--- config.mk ---
export PLATFORM = sky130hd
export DESIGN_NAME = crv_verifier
export DESIGN_NICKNAME = d
export VERILOG_FILES = /design/src/rtl/crv_pkg.sv /design/src/rtl/crv_pair_table.sv /design/src/rtl/crv_index_gen.sv /design/src/rtl/crv_verifier.sv
export SDC_FILE = /design/constraint.sdc
export NUM_CORES = 1
export LEC_CHECK = 0
export ABC_AREA = 1
export BUFFER_PORTS_ARGS = -buffer_cell sky130_fd_sc_hd__clkbuf_2
export CAP_MARGIN = 20
export CELL_PAD_IN_SITES_DETAIL_PLACEMENT = 0
export CELL_PAD_IN_SITES_GLOBAL_PLACEMENT = 1
export CORE_ASPECT_RATIO = 1.2
export CORE_MARGIN = 2
export CORE_UTILIZATION = 43
export DETAILED_ROUTE_END_ITERATION = 16
export GPL_TIMING_DRIVEN = 0
export PLACE_DENSITY = 0.79
export SYNTH_ARGS = -nofsm -noshare
export SYNTH_HDL_FRONTEND = slang
export SYNTH_SLANG_ARGS = --single-unit
--- constraint.sdc ---
create_clock -name clk_i -period 1.9 [get_ports clk_i]
set_input_delay 0.38 -clock clk_i [delete_from_list [all_inputs] [get_ports clk_i]]
set_output_delay 0.38 -clock clk_i [all_outputs]
set_load 0.005 [all_outputs]
--- src/rtl/crv_pkg.sv ---
package crv_pkg;
  typedef enum logic [1:0] {
    ST_IDLE,
    ST_PICK,
    ST_SEND,
    ST_WAIT
  } crv_state_e;
endpackage

--- src/rtl/crv_pair_table.sv ---
module crv_pair_table #(
  parameter int DEPTH = 16,
  parameter int CH_W  = 8,
  parameter int RS_W  = 8,
  localparam int IDX_W = $clog2(DEPTH)
) (
  input  logic             clk_i,
  input  logic             rst_ni,
  input  logic             wr_en_i,
  input  logic [IDX_W-1:0] wr_addr_i,
  input  logic [CH_W-1:0]  wr_chal_i,
  input  logic [RS_W-1:0]  wr_resp_i,
  input  logic [IDX_W-1:0] rd_idx_i,
  output logic [CH_W-1:0]  rd_chal_o,
  output logic [RS_W-1:0]  rd_resp_o
);
  logic [CH_W-1:0] chal_q [DEPTH];
  logic [RS_W-1:0] resp_q [DEPTH];

  for (genvar i = 0; i < DEPTH; i++) begin : g_ent
    always_ff @(posedge clk_i or negedge rst_ni) begin
      if (!rst_ni) begin
        chal_q[i] <= '0;
        resp_q[i] <= '0;
      end else if (wr_en_i && wr_addr_i == IDX_W'(i)) begin
        chal_q[i] <= wr_chal_i;
        resp_q[i] <= wr_resp_i;
      end
    end
  end

  assign rd_chal_o = chal_q[rd_idx_i];
  assign rd_resp_o = resp_q[rd_idx_i];
endmodule

--- src/rtl/crv_index_gen.sv ---
module crv_index_gen #(
  parameter int          DEPTH = 16,
  parameter logic [15:0] SEED  = 16'hACE1,
  localparam int IDX_W = $clog2(DEPTH)
) (
  input  logic             clk_i,
  input  logic             rst_ni,
  input  logic             clear_i,
  input  logic             take_i,
  output logic [IDX_W-1:0] cand_o,
  output logic             cand_free_o
);
  logic [15:0]      lfsr_q;
  logic [15:0]      red;
  logic [DEPTH-1:0] used_q;

  // taps 16,14,13,11: maximal length
  always_ff @(posedge clk_i or negedge rst_ni) begin
    if (!rst_ni) lfsr_q <= SEED;
    else         lfsr_q <= {lfsr_q[14:0], lfsr_q[15] ^ lfsr_q[13] ^ lfsr_q[12] ^ lfsr_q[10]};
  end

  assign red         = lfsr_q % 16'(DEPTH);
  assign cand_o      = red[IDX_W-1:0];
  assign cand_free_o = !used_q[cand_o];

  always_ff @(posedge clk_i or negedge rst_ni) begin
    if (!rst_ni)                    used_q <= '0;
    else if (clear_i)               used_q <= '0;
    else if (take_i && cand_free_o) used_q[cand_o] <= 1'b1;
  end
endmodule

--- src/rtl/crv_verifier.sv ---
module crv_verifier #(
  parameter int          DEPTH   = 16,
  parameter int          CH_W    = 8,
  parameter int          RS_W    = 8,
  parameter int          K       = 4,
  parameter int          TIMEOUT = 8,
  parameter logic [15:0] SEED    = 16'hACE1,
  localparam int IDX_W = $clog2(DEPTH)
) (
  input  logic             clk_i,
  input  logic             rst_ni,
  input  logic             wr_en_i,
  input  logic [IDX_W-1:0] wr_addr_i,
  input  logic [CH_W-1:0]  wr_chal_i,
  input  logic [RS_W-1:0]  wr_resp_i,
  input  logic             start_i,
  output logic             chal_valid_o,
  output logic [CH_W-1:0]  chal_data_o,
  input  logic             resp_valid_i,
  input  logic [RS_W-1:0]  resp_data_i,
  output logic             done_o,
  output logic             pass_o,
  output logic             fail_o,
  output logic             stream_en_o
);
  import crv_pkg::*;

  localparam int CNT_W = $clog2(K + 1);
  localparam int TM_W  = $clog2(TIMEOUT + 1);

  crv_state_e       state_q;
  logic [IDX_W-1:0] idx_q, cand;
  logic             cand_free, take, clear;
  logic [CNT_W-1:0] cnt_q;
  logic [TM_W-1:0]  timer_q;
  logic             done_q, pass_q, fail_q;
  logic [CH_W-1:0]  rd_chal;
  logic [RS_W-1:0]  rd_resp;

  assign clear = (state_q == ST_IDLE) && start_i;
  assign take  = (state_q == ST_PICK) && cand_free;

  crv_pair_table #(.DEPTH(DEPTH), .CH_W(CH_W), .RS_W(RS_W)) u_table (
    .clk_i, .rst_ni, .wr_en_i, .wr_addr_i, .wr_chal_i, .wr_resp_i,
    .rd_idx_i(idx_q), .rd_chal_o(rd_chal), .rd_resp_o(rd_resp)
  );

  crv_index_gen #(.DEPTH(DEPTH), .SEED(SEED)) u_idx (
    .clk_i, .rst_ni, .clear_i(clear), .take_i(take),
    .cand_o(cand), .cand_free_o(cand_free)
  );

  always_ff @(posedge clk_i or negedge rst_ni) begin
    if (!rst_ni) begin
      state_q <= ST_IDLE;
      idx_q   <= '0;
      cnt_q   <= '0;
      timer_q <= '0;
      done_q  <= 1'b0;
      pass_q  <= 1'b0;
      fail_q  <= 1'b0;
    end else begin
      unique case (state_q)
        ST_IDLE: if (start_i) begin
          state_q <= ST_PICK;
          cnt_q   <= '0;
          done_q  <= 1'b0;
          pass_q  <= 1'b0;
          fail_q  <= 1'b0;
        end
        ST_PICK: if (cand_free) begin
          idx_q   <= cand;
          state_q <= ST_SEND;
        end
        ST_SEND: begin
          timer_q <= '0;
          state_q <= ST_WAIT;
        end
        ST_WAIT: begin
          if (resp_valid_i) begin
            if (resp_data_i != rd_resp) begin
              state_q <= ST_IDLE;
              done_q  <= 1'b1;
              fail_q  <= 1'b1;
            end else if (cnt_q == CNT_W'(K - 1)) begin
              state_q <= ST_IDLE;
              done_q  <= 1'b1;
              pass_q  <= 1'b1;
            end else begin
              cnt_q   <= cnt_q + 1'b1;
              state_q <= ST_PICK;
            end
          end else if (timer_q == TM_W'(TIMEOUT - 1)) begin
            state_q <= ST_IDLE;
            done_q  <= 1'b1;
            fail_q  <= 1'b1;
          end else begin
            timer_q <= timer_q + 1'b1;
          end
        end
        default: state_q <= ST_IDLE;
      endcase
    end
  end

  assign chal_valid_o = (state_q == ST_SEND);
  assign chal_data_o  = chal_valid_o ? rd_chal : '0;
  assign done_o       = done_q;
  assign pass_o       = pass_q;
  assign fail_o       = fail_q;
  assign stream_en_o  = pass_q;
endmodule

Word-level counts from Yosys, hierarchy flattened
Cells that the tools add are included.
{"block": "totals", "reg_bits": 304, "input_bits": 33, "out_inout_bits": 13, "elab_cells": 157}
{"block": "classes", "add_sub_neg": 2, "order_cmp": 3, "eq_ne": 32, "n_mux": 40, "bitwise_logic": 6, "n_reduce_logical": 33}
{"op": "8-bit binary-select mux with 4-bit select", "n": 2}
{"op": "8-bit 2-to-1 mux", "n": 5}
{"op": "4-bit == test, second input constant", "n": 8}
{"op": "16-bit 2-to-1 mux", "n": 2}
{"op": "4-bit by 3-bit == test with 1-bit output, second input constant", "n": 5}
{"op": "1-bit logical AND", "n": 20}
{"op": "2-bit inequality test, second input constant", "n": 8}
{"op": "16-bit OR", "n": 1}
{"op": "1-bit 2-to-1 mux", "n": 13}
{"op": "3-bit 2-to-1 mux", "n": 4}
{"op": "5-bit AND reduction", "n": 2}
{"op": "4-bit by 2-bit == test with 1-bit output, second input constant", "n": 2}
{"op": "2-bit 2-to-1 mux", "n": 4}
{"op": "4-bit 2-to-1 mux", "n": 2}
{"op": "8-bit inequality test", "n": 1}
{"op": "2-bit one-hot mux with 4 select lines", "n": 1}
{"op": "4-bit one-hot mux with 2 select lines", "n": 1}
{"op": "4-bit AND reduction", "n": 2}
{"op": "3-bit inequality test, second input constant", "n": 2}
{"op": "1-bit one-hot mux with 2 select lines", "n": 3}
{"op": "3-bit one-hot mux with 2 select lines", "n": 1}
{"op": "3-bit AND reduction", "n": 2}
{"op": "2-bit nonzero test", "n": 3}
{"op": "5-bit greater-or-equal comparator, second input constant", "n": 1}
{"op": "other kinds (18)", "n": 21}

Logic depth before layout (Yosys ltp)
{"block": "depth", "depth_word": 8, "mapped_depth": 19, "ltp_nobuf": 17}

Cells and area by module
A second synthesis with hierarchy kept.
{"block": "unflattened", "hier_cells": 2017, "area_unflattened_um2": 15152.0}
{"mod": "crv_pair_table", "instances": 1, "cells_each": 1669, "area_each_um2": 12386.9, "seq_area_each_um2": 6406.1}
{"mod": "crv_index_gen", "instances": 1, "cells_each": 172, "area_each_um2": 1585.3, "seq_area_each_um2": 810.8}
{"mod": "crv_verifier", "instances": 1, "cells_each": 176, "area_each_um2": 1179.9, "seq_area_each_um2": 400.4}

Worst setup path after synthesis
OpenSTA, ideal clock, no wires.
{"block": "synth_timing", "path_type": "reg2out", "start": "reg idx_q[1]", "end": "out chal_data_o[4]", "arrival_time_ns": 1.617, "t_required_ns": 1.520, "slack_ns": -0.097, "path_stages_with_launch": 9, "n_path_buf": 3, "cell_sequence": "dfrtp_1 > inv_2 > buf_2 > buf_2 > clkbuf_1 > o21ai_0 > o211ai_1 > o211ai_1 > a21oi_1"}
{"block": "synth_via", "elab_chain_cells": 5}
{"element": "from (decl)", "line_no": "crv_verifier.sv:32", "text": "logic [IDX_W-1:0] idx_q, cand;"}
{"element": "from (signal assigned)", "line_no": "crv_verifier.sv:72", "text": "idx_q <= cand;"}
{"element": "4-bit inverter with 5-bit output (implied by the code)", "line_no": "crv_pair_table.sv:32", "text": "assign rd_chal_o = chal_q[rd_idx_i];"}
{"element": "8-bit binary-select mux with 4-bit select", "line_no": "crv_pair_table.sv:32"}
{"element": "8-bit 2-to-1 mux (implied by the code) (2 in a row)", "line_no": "crv_pair_table.sv:32"}
{"element": "8-bit 2-to-1 mux", "line_no": "crv_verifier.sv:107", "text": "assign chal_data_o = chal_valid_o ? rd_chal : '0;"}
{"element": "to (decl)", "line_no": "crv_verifier.sv:18", "text": "output logic [CH_W-1:0] chal_data_o,"}
Every way passes these cells. The select of a mux whose other input is x is not followed.

Worst setup path in the final report
{"block": "layout_timing", "start": "reg idx_q[0]", "end": "out chal_data_o[5]"}
Same word-level chain as after synthesis.

==> flow_metrics.tcl <==
set metrics [dict create \
    status "finished, violations left" \
    violations "negative hold slack, negative setup slack" \
    seqPwrFrac_pct 46.5 \
    pwr-share-comb_pct 17.9 \
    syn_inst 1697 \
    dieArea_um2 33900 \
    core-area_um2 32100 \
    crit_type "reg -> out" \
    cp_top_family "buffers and inverters" \
    start_util_pct 43.5 \
    die_y_um 201 \
    grt_pass1_vias 12019 \
    synth_area_leader_cell "dfrtp_1" \
    relSlewSlack_pct 51.1 \
    cp_cell_sequence "buf_6, buf_12, buf_12, buf_12, buf_12, nor2_2, o211ai_1, nand3_1, a21oi_2, buf_2" \
    worstPathArrival_ns 2.36 \
    avgSynthCellArea_um2 8.23 \
    placed_cells 2151 \
    die_width_um 168 \
    place_hpwl_um 31800 \
    grt_pass1_wl_um 72500 \
    ir_drop_v 0.000751 \
    rsz0062_at_grt "true" \
    route.vias.total 12437 \
    holdCritPathClass "in -> async" \
    grt_usage_pct 28.1 \
    num_rows 72 \
    ys_ff_latch 304 \
    startpoint_type "flop" \
    synth_top_area_share_pct 53.1 \
    finClkSkew_ns 0.0234 \
    placed_area_um2 14800 \
    synth_edf_count 0 \
    clkSlewWorstSetupHoldPaths_ns 0.06 \
    layout_setup_ws_ns -0.844 \
    worst_path_max_delay_cell "dfrtp_1" \
    area_growth_syn_to_layout_pct 22.1 \
    endpoint_kind "primary output" \
    grt.overflow.total 0 \
    wire_per_inst_um 21.1 \
    ant_nets 0 \
    timing.final.crit_period_ns 2.74 \
    tritoncts "yes" \
    hold_ws_ns -0.156 \
    reg2regPathDepth 18 \
    drv_slew 0 \
    yosysSeqAreaShare_pct 54.6 \
    critPathMaxFanout 7 \
    cts-root-buf "clkbuf_16" \
    worst_pin_slew_ns 0.733 \
    layout-drive-gt1-share_pct 16.6 \
    synthArstFlopShare_pct 100 \
    vias_per_cell 5.54 \
    ys_types 39 \
    synth_nets 1738 \
    io_pins 46 \
    synth_ff_type "dfrtp_1" \
    grt_start_max_net_pins 111 \
    hold_viol 47 \
    numPortBuffers 45 \
    cap_violations 0 \
    path_common_cell "buf_12" \
    switching_share_pct 30.0 \
    report.power.total_mw 18.1 \
    max_freq_ghz 0.364 \
    cts.htree.levels 2 \
    period_share_pct 144 \
    clockBufferDepth 3 \
    drc 0 \
    cts_sinks 304 \
    synth_area_um2 14000 \
    final_cell_mix "nand2_1 (468), o21ai_0 (317), dfrtp_1 (293), inv_1 (123), nor2_1 (83)" \
    p_per_area_nw_per_um2 1060 \
    drt_iter0_markers 1325 \
    diodes 0 \
    worstReg2RegStart "idx_q[0]$_DFFE_PN0P_" \
    insertion_delay_ns 0.54 \
    leakagePower_nw 8.01 \
    path_buf_inv 6 \
    yosysWarningCount 0 \
    drt-total-wl_um 47500 \
    final_common_cell "nand2_1" \
    internal-power_mw 12.6 \
    slowest_delay_ns 0.34 \
    power_frac_clock_pct 35.5 \
    synth.top_cells.by_area "dfrtp_1 (53%), nand2_1 (13%), o21ai_0 (12%), nand3_1 (3.4%), inv_1 (3.3%)" \
    final-setup-viol-count 34 \
    regToRegSetupSlack_ns -0.41 \
    gp_congestion 0.907 \
    nets 1858 \
    cts_inserted_buffers 34 \
    power.switching_mw 5.41 \
    fin_cells 2245 \
    stdcell_area_um2 17100 \
    r2r_end "cnt_q[1]$_DFFE_PN0P_" \
    antenna_found_initial 1 \
    drtPass1Iterations 6 \
    crit_required_ns 1.52 \
]
worst register-to-register path, cell delays in order, from the launching register on:
cell and delay (ns):
dfrtp_1 0.37, buf_6 0.14, buf_12 0.14, buf_12 0.14, buf_4 0.19, nand2_1 0.09, o211ai_2 0.07, nand3_1 0.10
nand3_2 0.10, nand2_1 0.08, nand2_1 0.05, nand2_1 0.05, nand2_1 0.10, nor2_4 0.19, nand2_1 0.09, nand2_2 0.10
nand2_4 0.08, nand2_1 0.08, o21ai_2 0.05
metal layers:
metal	wire (um)	vias up	track usage, %	share of wire [%]
li1	-	5799	-	-
met1	19800	6071	37.5	42
met2	22700	456	46.0	48
met3	3150	109	4.50	6.6
met4	1760	2	10.8	3.7
met5	13	-	0	0.027
through the flow:
step | hold slack, ns | setup slack, ns | utilization [%] | TNS (ns)
3_5_place_dp | 0.336 | -1.13 | 46.1 | -52.98
6_report | -0.156 | -0.844 | 53.2 | -10.57
3_3_place_gp | 0.337 | -6.18 | 45.9 | -1883.21
2_1_floorplan | 0.0844 | 0.0143 | - | 0
4_1_cts | -0.0834 | -0.795 | 52.1 | -8.58
5_1_grt | -0.117 | -0.858 | 53.2 | -13.64
sequential cells by signal, indices dropped and copies added, names as in the netlist:
register and count:
u_table.chal_q 128, u_table.resp_q 128, u_idx.lfsr_q 16, u_idx.used_q 16
idx_q 4, timer_q 4, cnt_q 3, state_q 2
done_o 1, fail_o 1, pass_o 1
logic make-up (layout without fill, tap and decap cells):
family | after synthesis | in the layout | synth area share (%)
DFF | 304 | 304 | 54.6
adders and majority gates | 8 | 8 | 0.717
AOI/OAI and AO/OA | 452 | 452 | 17.6
xor gates and xnor gates | 4 | 4 | 0.251
buffers and inverters | 248 | 389 | 7.23
and+or+nand+nor | 681 | 681 | 19.6
what timing repair did:
item                                   4_1_cts  5_1_grt
pin swaps                                   33       31
setup buffers                               28        6
setup endpoints to repair                   38       37
gates resized for setup                    170       83
gates cloned                                 3        1
endpoints found under the hold margin       80       33
power groups by stage:
stage / registers [mW] / logic, mW / clock network (mW)
global placement: 8.43 / 2.77 / 0
global route: 8.54 / 3.70 / 6.76
detailed placement: 8.45 / 2.88 / 0
finish: 8.40 / 3.23 / 6.42
floorplan: 8.28 / 2.06 / 0
CTS: 8.36 / 3.02 / 6.50
layout make-up:
cell class,count,area [um^2]
Buffer,118,962
Tap cell,407,509
Inverter,129,503
Fill cell,3027,15000
Timing Repair Buffer,85,678
Multi-Input combinational cell,1145,5720
Clock buffer,42,901
Clock inverter,15,151
Sequential cell,304,7620
cell usage after synthesis (8+ instances only):
cell type  number
o21ai_0       339
nand3_1        94
o211ai_1       23
nor2_1         95
inv_1         124
buf_2          19
dfrtp_1       296
a21oi_1        47
o221ai_1       15
ha_1            8
nand2_1       474
clkbuf_1       88
dfstp_2         8
how the worst max path moves through the flow:
| stage | slack [ns] | end | cells past startpoint | start |
|---|---|---|---|---|
| final | -0.84 | chal_data_o[5] | 10 | idx_q[0]$_DFFE_PN0P_ |
| after detailed placement | -1.13 | chal_data_o[6] | 6 | idx_q[2]$_DFFE_PN0P_ |
| after global placement | -6.18 | u_table.resp_q[46]$_DFFE_PN0P_ | 1 | rst_ni |
| after CTS | -0.80 | chal_data_o[7] | 10 | idx_q[0]$_DFFE_PN0P_ |
| after floorplan | 0.01 | chal_data_o[3] | 9 | idx_q[0]$_DFFE_PN0P_ |
| after global routing | -0.86 | chal_data_o[4] | 11 | idx_q[0]$_DFFE_PN0P_ |
Note: power is estimated with default switching activity, not from simulation.
